`src/rtl/lpm_pkg.sv`:
```
package lpm_pkg;

   typedef enum logic [2:0] {
      ST_RUN   = 3'd0,
      ST_SLEEP = 3'd1,
      ST_DEEP  = 3'd2,
      ST_DEXIT = 3'd3,
      ST_STBY  = 3'd4,
      ST_PORH  = 3'd5
   } lpm_state_e;

   localparam logic [1:0] MODE_RUN   = 2'd0;
   localparam logic [1:0] MODE_SLEEP = 2'd1;
   localparam logic [1:0] MODE_DEEP  = 2'd2;
   localparam logic [1:0] MODE_STBY  = 2'd3;

   typedef struct packed {
      logic       cpu_clk;
      logic       bus_clk;
      logic       rcosc;
      logic       xtal;
      logic       pll;
      logic       reg_lp;
      logic       reg_off;
      logic       pwr_on;
      logic       sel_rc;
      logic       por;
      logic [1:0] mode;
   } lpm_out_t;

endpackage

```
`src/rtl/lpm_edge_sync.sv`:
```
module lpm_edge_sync #(
   parameter int STAGES = 2
) (
   input  logic clk,
   input  logic rst_n,
   input  logic pin,
   output logic rise
);

   logic [STAGES:0] sh_q;

   always_ff @(posedge clk or negedge rst_n) begin
      if (!rst_n) sh_q <= '0;
      else        sh_q <= {sh_q[STAGES-1:0], pin};
   end

   assign rise = sh_q[STAGES-1] & ~sh_q[STAGES];

   AST_RISE_ONE_CYCLE: assert property (@(posedge clk) disable iff (!rst_n)
      rise |=> !rise);

endmodule

```
`src/rtl/lpm_dncnt.sv`:
```
module lpm_dncnt #(
   parameter int CW = 4
) (
   input  logic          clk,
   input  logic          rst_n,
   input  logic          load,
   input  logic [CW-1:0] load_val,
   output logic          zero
);

   logic [CW-1:0] cnt_q;

   always_ff @(posedge clk or negedge rst_n) begin
      if (!rst_n)            cnt_q <= '0;
      else if (load)         cnt_q <= load_val;
      else if (cnt_q != '0)  cnt_q <= cnt_q - CW'(1);
   end

   assign zero = (cnt_q == '0);

   AST_CNT_STEP: assert property (@(posedge clk) disable iff (!rst_n)
      (!load && cnt_q != '0) |=> (cnt_q == $past(cnt_q) - CW'(1)));

endmodule

```
`src/rtl/lpm_out_dec.sv`:
```
module lpm_out_dec
   import lpm_pkg::*;
(
   input  lpm_state_e state,
   input  logic       lp_hold,
   output lpm_out_t   o
);

   always_comb begin
      o = '{cpu_clk: 1'b1, bus_clk: 1'b1, rcosc: 1'b1, xtal: 1'b1, pll: 1'b1,
            reg_lp: 1'b0, reg_off: 1'b0, pwr_on: 1'b1, sel_rc: 1'b0,
            por: 1'b0, mode: MODE_RUN};
      case (state)
         ST_SLEEP: begin
            o.cpu_clk = 1'b0;
            o.mode    = MODE_SLEEP;
         end
         ST_DEEP: begin
            o.cpu_clk = 1'b0;
            o.bus_clk = 1'b0;
            o.rcosc   = 1'b0;
            o.xtal    = 1'b0;
            o.pll     = 1'b0;
            o.reg_lp  = lp_hold;
            o.mode    = MODE_DEEP;
         end
         ST_DEXIT: begin
            o.cpu_clk = 1'b0;
            o.bus_clk = 1'b0;
            o.xtal    = 1'b0;
            o.pll     = 1'b0;
            o.sel_rc  = 1'b1;
            o.mode    = MODE_DEEP;
         end
         ST_STBY: begin
            o.cpu_clk = 1'b0;
            o.bus_clk = 1'b0;
            o.rcosc   = 1'b0;
            o.xtal    = 1'b0;
            o.pll     = 1'b0;
            o.reg_off = 1'b1;
            o.pwr_on  = 1'b0;
            o.mode    = MODE_STBY;
         end
         ST_PORH: begin
            o.cpu_clk = 1'b0;
            o.bus_clk = 1'b0;
            o.xtal    = 1'b0;
            o.pll     = 1'b0;
            o.sel_rc  = 1'b1;
            o.por     = 1'b1;
            o.mode    = MODE_STBY;
         end
         default: ;
      endcase
   end

endmodule

```
`src/rtl/lpm_seq.sv`:
```
module lpm_seq
   import lpm_pkg::*;
#(
   parameter int LINES       = 8,
   parameter int EXIT_NORM   = 4,
   parameter int EXIT_LP     = 12,
   parameter int POR_HOLD    = 6,
   parameter int SYNC_STAGES = 2
) (
   input  logic             clk,
   input  logic             rst_n,
   input  logic             wfi_req,
   input  logic             wfe_req,
   input  logic             isr_exit,
   input  logic             deep_sel,
   input  logic             stby_sel,
   input  logic             exit_sleep_sel,
   input  logic             lp_reg_sel,
   input  logic             sev_pend_sel,
   input  logic [LINES-1:0] line_irq,
   input  logic [LINES-1:0] line_evt,
   input  logic [LINES-1:0] line_pend,
   input  logic             ext_rst,
   input  logic             rtc_alarm,
   input  logic             wdog_rst,
   input  logic             wake_pin,
   input  logic             clr_stby,
   input  logic             clr_wake,
   output logic             cpu_clk_en,
   output logic             bus_clk_en,
   output logic             rcosc_en,
   output logic             xtal_en,
   output logic             pll_en,
   output logic             reg_lp,
   output logic             reg_off,
   output logic             core_pwr_on,
   output logic             clk_sel_rc,
   output logic             por_req,
   output logic [1:0]       mode,
   output logic             stby_flag,
   output logic             wake_flag
);

   localparam int MAXLOAD = (EXIT_LP > POR_HOLD) ? EXIT_LP : POR_HOLD;
   localparam int CW      = (MAXLOAD < 1) ? 1 : $clog2(MAXLOAD + 1);

   initial begin : p_param_chk
      assert (LINES >= 1)            else $fatal(1, "LINES must be at least 1");
      assert (SYNC_STAGES >= 2)      else $fatal(1, "SYNC_STAGES must be at least 2");
      assert (EXIT_NORM >= 0)        else $fatal(1, "EXIT_NORM must not be negative");
      assert (EXIT_LP >= EXIT_NORM)  else $fatal(1, "EXIT_LP must not be below EXIT_NORM");
      assert (POR_HOLD >= 0)         else $fatal(1, "POR_HOLD must not be negative");
   end

   lpm_state_e    state_q, state_d;
   logic          via_wfe_q;
   logic          lp_q;
   logic          stby_flag_q;
   logic          wake_flag_q;
   logic          pin_rise;
   logic          tmr_load;
   logic [CW-1:0] tmr_val;
   logic          tmr_zero;
   lpm_out_t      dec;

   // request classification
   logic req_any, req_wfe, light_go, light_wfe, deep_go, stby_go;
   logic any_irq, any_evt, any_pend, line_wake, stby_wake;

   assign req_any   = wfi_req | wfe_req;
   assign req_wfe   = wfe_req & ~wfi_req;
   assign light_go  = ~deep_sel & (exit_sleep_sel ? isr_exit : req_any);
   assign light_wfe = ~exit_sleep_sel & req_wfe;
   assign any_irq   = |line_irq;
   assign any_evt   = |line_evt;
   assign any_pend  = |line_pend;
   assign deep_go   = deep_sel & ~stby_sel & req_any & ~any_pend;
   assign stby_go   = deep_sel & stby_sel & req_any & ~wake_flag_q;
   assign line_wake = via_wfe_q ? (any_evt | (sev_pend_sel & any_irq)) : any_irq;
   assign stby_wake = ext_rst | rtc_alarm | wdog_rst | pin_rise;

   lpm_edge_sync #(.STAGES(SYNC_STAGES)) u_wsync (
      .clk  (clk),
      .rst_n(rst_n),
      .pin  (wake_pin),
      .rise (pin_rise)
   );

   lpm_dncnt #(.CW(CW)) u_tmr (
      .clk     (clk),
      .rst_n   (rst_n),
      .load    (tmr_load),
      .load_val(tmr_val),
      .zero    (tmr_zero)
   );

   always_comb begin
      state_d  = state_q;
      tmr_load = 1'b0;
      tmr_val  = '0;
      case (state_q)
         ST_RUN: begin
            if (stby_go)       state_d = ST_STBY;
            else if (deep_go)  state_d = ST_DEEP;
            else if (light_go) state_d = ST_SLEEP;
         end
         ST_SLEEP: if (line_wake) state_d = ST_RUN;
         ST_DEEP: begin
            if (line_wake) begin
               state_d  = ST_DEXIT;
               tmr_load = 1'b1;
               tmr_val  = lp_q ? CW'(EXIT_LP) : CW'(EXIT_NORM);
            end
         end
         ST_DEXIT: if (tmr_zero) state_d = ST_RUN;
         ST_STBY: begin
            if (stby_wake) begin
               state_d  = ST_PORH;
               tmr_load = 1'b1;
               tmr_val  = CW'(POR_HOLD);
            end
         end
         ST_PORH: if (tmr_zero) state_d = ST_RUN;
         default: state_d = ST_RUN;
      endcase
   end

   always_ff @(posedge clk or negedge rst_n) begin
      if (!rst_n) begin
         state_q     <= ST_RUN;
         via_wfe_q   <= 1'b0;
         lp_q        <= 1'b0;
         stby_flag_q <= 1'b0;
         wake_flag_q <= 1'b0;
      end else begin
         state_q <= state_d;
         if (state_q == ST_RUN) begin
            via_wfe_q <= deep_sel ? req_wfe : light_wfe;
            lp_q      <= lp_reg_sel;
         end
         if (state_q == ST_RUN && state_d == ST_STBY) stby_flag_q <= 1'b1;
         else if (clr_stby)                           stby_flag_q <= 1'b0;
         if (pin_rise)      wake_flag_q <= 1'b1;
         else if (clr_wake) wake_flag_q <= 1'b0;
      end
   end

   lpm_out_dec u_dec (
      .state  (state_q),
      .lp_hold(lp_q),
      .o      (dec)
   );

   assign cpu_clk_en  = dec.cpu_clk;
   assign bus_clk_en  = dec.bus_clk;
   assign rcosc_en    = dec.rcosc;
   assign xtal_en     = dec.xtal;
   assign pll_en      = dec.pll;
   assign reg_lp      = dec.reg_lp;
   assign reg_off     = dec.reg_off;
   assign core_pwr_on = dec.pwr_on;
   assign clk_sel_rc  = dec.sel_rc;
   assign por_req     = dec.por;
   assign mode        = dec.mode;
   assign stby_flag   = stby_flag_q;
   assign wake_flag   = wake_flag_q;

   AST_SLEEP_HOLDS: assert property (@(posedge clk) disable iff (!rst_n)
      (state_q == ST_SLEEP && !any_irq && !any_evt) |=> state_q == ST_SLEEP);

   AST_EXIT_WAITS: assert property (@(posedge clk) disable iff (!rst_n)
      (state_q == ST_DEXIT && !tmr_zero) |=> state_q == ST_DEXIT);

   AST_PEND_ABORT: assert property (@(posedge clk) disable iff (!rst_n)
      (state_q == ST_RUN && req_any && deep_sel && !stby_sel && any_pend)
      |=> state_q == ST_RUN);

   AST_STBY_FLAGGED: assert property (@(posedge clk) disable iff (!rst_n)
      (state_q == ST_STBY) |-> stby_flag_q);

   AST_STBY_TO_POR: assert property (@(posedge clk) disable iff (!rst_n)
      (state_q == ST_STBY && stby_wake) |=> state_q == ST_PORH);

   AST_STBY_FLAG_KEPT: assert property (@(posedge clk) disable iff (!rst_n)
      (state_q == ST_PORH && !clr_stby) |=> stby_flag_q);

endmodule

```
`config.mk`:
```
export PLATFORM = sky130hd
export DESIGN_NAME = lpm_seq
export DESIGN_NICKNAME = d
export VERILOG_FILES = /design/src/rtl/lpm_pkg.sv /design/src/rtl/lpm_edge_sync.sv /design/src/rtl/lpm_dncnt.sv /design/src/rtl/lpm_out_dec.sv /design/src/rtl/lpm_seq.sv
export SDC_FILE = /design/constraint.sdc
export NUM_CORES = 1
export LEC_CHECK = 0
export BUFFER_PORTS_ARGS = -buffer_cell sky130_fd_sc_hd__buf_2
export CELL_PAD_IN_SITES_DETAIL_PLACEMENT = 1
export CELL_PAD_IN_SITES_GLOBAL_PLACEMENT = 1
export CORE_ASPECT_RATIO = 1.25
export CORE_MARGIN = 8
export CORE_UTILIZATION = 33
export CTS_BUF_LIST = sky130_fd_sc_hd__clkbuf_4
export CTS_CLUSTER_DIAMETER = 30
export DETAILED_ROUTE_END_ITERATION = 10
export HOLD_SLACK_MARGIN = 0.05
export PLACE_DENSITY = 0.9
export SLEW_MARGIN = 20
export SYNTH_ARGS = -nofsm -noshare
export SYNTH_HDL_FRONTEND = slang
export SYNTH_SLANG_ARGS = --single-unit
```
`constraint.sdc`:
```
create_clock -name clk -period 2.61 [get_ports clk]
set_clock_uncertainty 0.15 [all_clocks]
set_input_delay 0.1305 -clock clk [delete_from_list [all_inputs] [get_ports clk]]
set_output_delay 0.1305 -clock clk [all_outputs]
set_load 0.1 [all_outputs]
```
### After elaboration in Yosys (flattened, before gate mapping)

Cells that the tools add are included.

| storage, ports and cells | value |
|---|---|
| bits in registers | 14 |
| input bits | 40 |
| output and inout bits | 14 |
| word-level logic and storage cells | 86 |

| cells by class | value |
|---|---|
| add/subtract/negate cells | 1 |
| eq/ne operators | 6 |
| multiplexer cells | 33 |
| bitwise logic cells | 23 |
| reductions and logical operators | 16 |

Operator list:

| kind | number |
|---|---|
| $mux W3 | 8 |
| $reduce_or A8 Y1 | 3 |
| $mux W4 | 4 |
| $mux W1 | 15 |
| $pmux W3 S5 | 1 |
| $and A1 B1 Y1 | 11 |
| $eq A3 B3 Y1 const B | 3 |
| $pmux W4 S2 | 1 |
| $reduce_or A2 Y1 | 4 |
| $not A1 Y1 | 7 |
| $eq A3 B2 Y1 const B | 2 |
| $pmux W2 S3 | 1 |
| $reduce_bool A2 Y1 | 3 |
| $or A1 B1 Y1 | 5 |
| $reduce_or A5 Y1 | 1 |
| $logic_not A4 Y1 | 1 |
| $mux W2 | 2 |
| $reduce_bool A4 Y1 | 1 |
| $reduce_or A4 Y1 | 1 |
| $sub A4 B1 Y4 const B | 1 |
| $eq A3 B1 Y1 const B | 1 |
| $logic_not A3 Y1 | 1 |
| $pmux W1 S2 | 1 |
| $logic_and A1 B1 Y1 | 1 |

### Longest topological paths before layout

| depth | value |
|---|---|
| depth in word-level cells | 10 |
| depth in mapped cells | 6 |
| mapped depth without buffers | 6 |

### Modules after synthesis

From an unflattened synthesis, not the netlist that was laid out.

| unflattened totals | value |
|---|---|
| cell total of the unflattened synthesis | 98 |
| area total of the unflattened synthesis | 939.7 um^2 |

By module, submodules not included:

| module | instances | cells an instance | area an instance (um^2) | sequential area each (um^2) |
|---|---|---|---|---|
| lpm_seq | 1 | 59 | 521.8 | 175.2 |
| lpm_dncnt | 1 | 22 | 234.0 | 100.1 |
| lpm_out_dec | 1 | 13 | 95.1 | 0.0 |
| lpm_edge_sync | 1 | 4 | 88.8 | 75.1 |

### Worst setup path after synthesis

OpenSTA, ideal clock, no wires.

| timing path | value |
|---|---|
| path kind | register to output |
| start point | reg state_q[1] |
| end point | out mode[1] |
| data arrival time | 2.066 ns |
| required time | 2.329 ns |
| path slack | 0.263 ns |
| cell stages (with the launch flop) | 5 |
| path buffers | 1 |
| path through | dfrtp_1 > buf_6 > inv_2 > ha_1 > inv_1 |

| between the ends | value |
|---|---|
| cells in the longest elaborated chain, start to end | 3 |
| elaborated cells between the ends (all ways) | 8 |
| those cells by class | eq/ne (5); mux (1); reduce/logical (2) |

Ends and longest elaborated chain:

| what | line | text |
|---|---|---|
| start: declaration | lpm_seq.sv:55 | `lpm_state_e state_q, state_d;` |
| start signal: assignment | lpm_seq.sv:136 | `state_q <= state_d;` |
| $eq A3 B3 Y1 or $eq A3 B2 Y1 (tied branches) | lpm_out_dec.sv:13 | `case (state)` |
| $reduce_or A2 Y1 (no line) | n/a |  |
| $pmux W2 S3 * | lpm_out_dec.sv:13 |  |
| end: declaration | lpm_seq.sv:39 | `output logic [1:0] mode,` |

Mark *: on every way between the ends. The rest lies on a longest branch, timed or not.

### Final worst setup path

| timing path | value |
|---|---|
| start point | reg state_q[1] |
| end point | out reg_lp |

| between the ends | value |
|---|---|
| cells in the longest elaborated chain, start to end | 2 |

Ends and longest elaborated chain:

| what | line | text |
|---|---|---|
| $eq A3 B2 Y1 | lpm_out_dec.sv:13 |  |
| $mux W1 | lpm_out_dec.sv:13 |  |
| end: declaration | lpm_seq.sv:34 | `output logic reg_lp,` |

Every way passes these cells.

==> impl.org <==
** Outcome
- The run finished with clean final reports.

** Floorplanning
- The die is 74.3 um tall.
- Pin placement for this block handled 54 I/O pins.
- The die covers 0.00465 mm2.
- Once the floorplan was initialized, standard cells occupied 34.1% of the core.
- The core region is 0.00263 mm2.
- In this run the horizontal extent of the chip is 62.6 um.
- Standard-cell row count :: 21

** Logic synthesis
- Syn nets :: 142
- Number of enable-type register cells in the synthesized netlist :: 0
- The synthesized design contains 14 register bits.
- Warnings, synthesis :: 0
- Ranked by instance count, the synthesized netlist is headed by dfrtp_1, nand2_1, inv_1, nor2_1, nor3_1.
- After technology mapping, the gate count stands at 99.
- After synthesis, flip-flops and latches occupy 39.1% of the total area.
- Top cell type's share of synthesized area :: 39.1%
- The biggest area contributor in the post-synthesis netlist is dfrtp_1.
- Counting distinct cell types in the post-synthesis netlist gives 39.
- Fraction of synthesis flops using an asynchronous set or reset pin :: 100%
- Synth Flop Type :: dfrtp_1
- A synthesized cell averages 9.05 um2.
- Biggest area contributors in the synthesized netlist :: dfrtp_1, nand2_1, ha_1, nor3_1, nand2b_1
- Most frequent cell after synthesis :: dfrtp_1
- Synthesized cell area :: 896 um2

** Final layout
- The final layout contains 205 nets.
- At the end of the flow the core is filled with cells to 48.9%.
- 0 antenna diodes ended up in the layout.
- The post-route netlist has 38.8% of its cells at a drive strength greater than 1.
- Relative to the synthesized area, the layout overhead comes to 43.3%.

** Global route
- In the global route stage, met3 resource usage came out at 1.20%.
- In the global route stage, met2 resource usage came out at 28.8%.
- Entering global routing, the biggest net connects 15 pins.
- The first global-routing pass estimated 5.27 mm of wire.
- Leftover overflow at the end of global routing :: 0
- Most congested layer reported by global routing :: met2
- The number of antenna violations at the first check in global routing is 0.
- The via count of the first global-routing pass was 1147.
- Met1 layer usage reported by global route :: 14.1%
- Global routing used 14.1% of the available tracks across all layers.

** Placed design
- GPL Wtd Cong :: 0.796
- Quantity of I/O buffers inserted on ports :: 53
- HPWL after detailed placement :: 2.63 mm

** Worst setup path
- For this run, the slowest stage of the critical path takes 580 ps.
- Largest fanout on the critical path :: 11
- Critical path required time :: 2330 ps
- By startpoint and endpoint, the worst setup path is classified as reg2out.
- Arrival time of data at the critical path endpoint :: 1990 ps
- Crit path cell chain :: inv_2, nor3_1, and2_1, buf_2
- STA classifies the critical path startpoint as a flip-flop.
- Critical path capture point type :: output port
- Among all stages on the critical path, the largest delay is contributed by dfrtp_1.

** Drt
- Once detail routing completed, the nets flagged for antenna violations numbered 0.
- Router iterations before antenna repair :: 4
- Average wire per standard cell :: 16.4 um
- After detailed routing, the total wire length is 3.18 mm.
- Number of vias per cell :: 5.02
- Starting DRC count in detailed routing :: 19
- For this run, design rule violations remaining after detail routing come to 0.
- The final route contains 974 vias.

** Clock network
- TritonCTS built the clock tree.
- Counting along the longest clock path gives a buffer depth of 2.
- In this run the number of H-tree levels came out at 1.
- Clock input transition at the sequential cells of the worst setup and hold paths :: 90 ps
- Buffers inserted during clock tree synthesis total 3.
- Clock tree synthesis selected as its root buffer the cell clkbuf_4.
- CTS Sinks :: 14
- The clock reaches the later pin of the worst-skew pair after 270 ps.

** STA
- Final number of max-transition violations :: 0
- The count of endpoints failing hold in the final timing report is 0.
- Peak clock frequency supported by timing :: 440 MHz
- Counting I/O delays and the setup requirement, the final critical path takes 2270 ps.
- Transition at the pin with the smallest max-transition slack :: 521 ps
- Measured against its own limit, the worst slew margin works out to 65.2%.
- Setup repair after global routing missed its margin :: false
- Total negative setup slack :: 0 ps
- Setup violations remaining at the end of the flow were counted as 0.
- Share of the cycle needed by the critical path after routing :: 87.0%

** Pwr
- PD cells :: 1370 mW/mm2
- P_leak :: 0.000626 uW
- VDD sags by at most 1200 uV.

** Worst hold path
- Path type of the worst min-delay path :: in2reg

** Job
- Number of maximum-capacitance constraint violations :: 0
## area by class of cell
type	count	area, um2
timing repair buffer	63	365
sequential	14	350
fill	339	1340
multi-input combinational	71	469
clock buffer	3	22.5
tap	34	42.5
inverter	9	33.8
## layer usage
layer / share of wire, % / vias to the layer above
met1: 37 / 479
met5: 0 / -
li1: - / 474
met2: 59 / 19
met4: 1.1 / 0
met3: 2.5 / 2
## cells in the final DEF, fill, tap and decap left out, types with 4 or more instances in the layout
master	n
buf_2	53
dfrtp_1	14
nand2_1	11
dlygate4sd3_1	10
inv_1	8
nor2_1	7
nor3_1	7
nand2b_1	5
o21ai_0	4
## registers in the layout (all words and copies together), names as in the netlist
name / count
u_tmr.cnt_q: 4
state_q: 3
u_wsync.sh_q: 3
lp_q: 1
stby_flag: 1
via_wfe_q: 1
wake_flag: 1
## critical path: cells and delay by family (launching register included)
| family | cells | cell delay, ps |
|---|---|---|
| flops | 1 | 580 |
| buf+inv | 2 | 520 |
| simple gates | 2 | 610 |
## cells by family after synthesis
group | count (synthesis) | synth area share, %
xor+xnor | 2 | 1.96
buf+inv | 14 | 8.52
fa+ha+maj | 3 | 4.19
compound gates | 17 | 14.0
simple gates | 47 | 29.5
mux | 2 | 2.79
flops | 14 | 39.1
## final timing paths
path,cells after the start,startpoint,endpoint,slack (ps)
max,4,state_q[1]$_DFF_PN0_,reg_lp,340
max in group asynchronous,2,rst_n,state_q[2]$_DFF_PN0_,1950
min,5,wdog_rst,u_tmr.cnt_q[1]$_DFFE_PN0P_,110
min in group asynchronous,2,rst_n,u_tmr.cnt_q[2]$_DFFE_PN0P_,120
max reg2reg,4,state_q[0]$_DFF_PN0_,state_q[1]$_DFF_PN0_,580
min reg2reg,0,u_wsync.sh_q[0]$_DFF_PN0_,u_wsync.sh_q[1]$_DFF_PN0_,200
## timing repair
action / CTS / global route
endpoints found under the hold margin: 20 / 0
setup buffers: 0 / 0
hold buffers: 10 / 0
gates resized for setup: 0 / 0
## metrics by stage
step	std cells	hold WS [ps]	total power [uW]	worst slack (ps)	cell area, um2
3_5_place_dp	181	-101	1620	661	1160
3_3_place_gp	181	-111	1580	790	1160
2_1_floorplan	99	-315	1440	263	896
4_1_cts	194	112	1760	371	1280
5_1_grt	194	142	1840	185	1280
6_report	194	113	1750	338	1280
## power breakdown
| group | internal [uW] | leakage, uW | total (uW) | switching [uW] |
|---|---|---|---|---|
| Combinational | 260 | 0.000442 | 1270 | 1010 |
| Sequential | 286 | 0.000170 | 366 | 79.6 |
| Clock | 53.4 | 0.0000138 | 122 | 68.5 |
(Power assumes the default switching activity.)
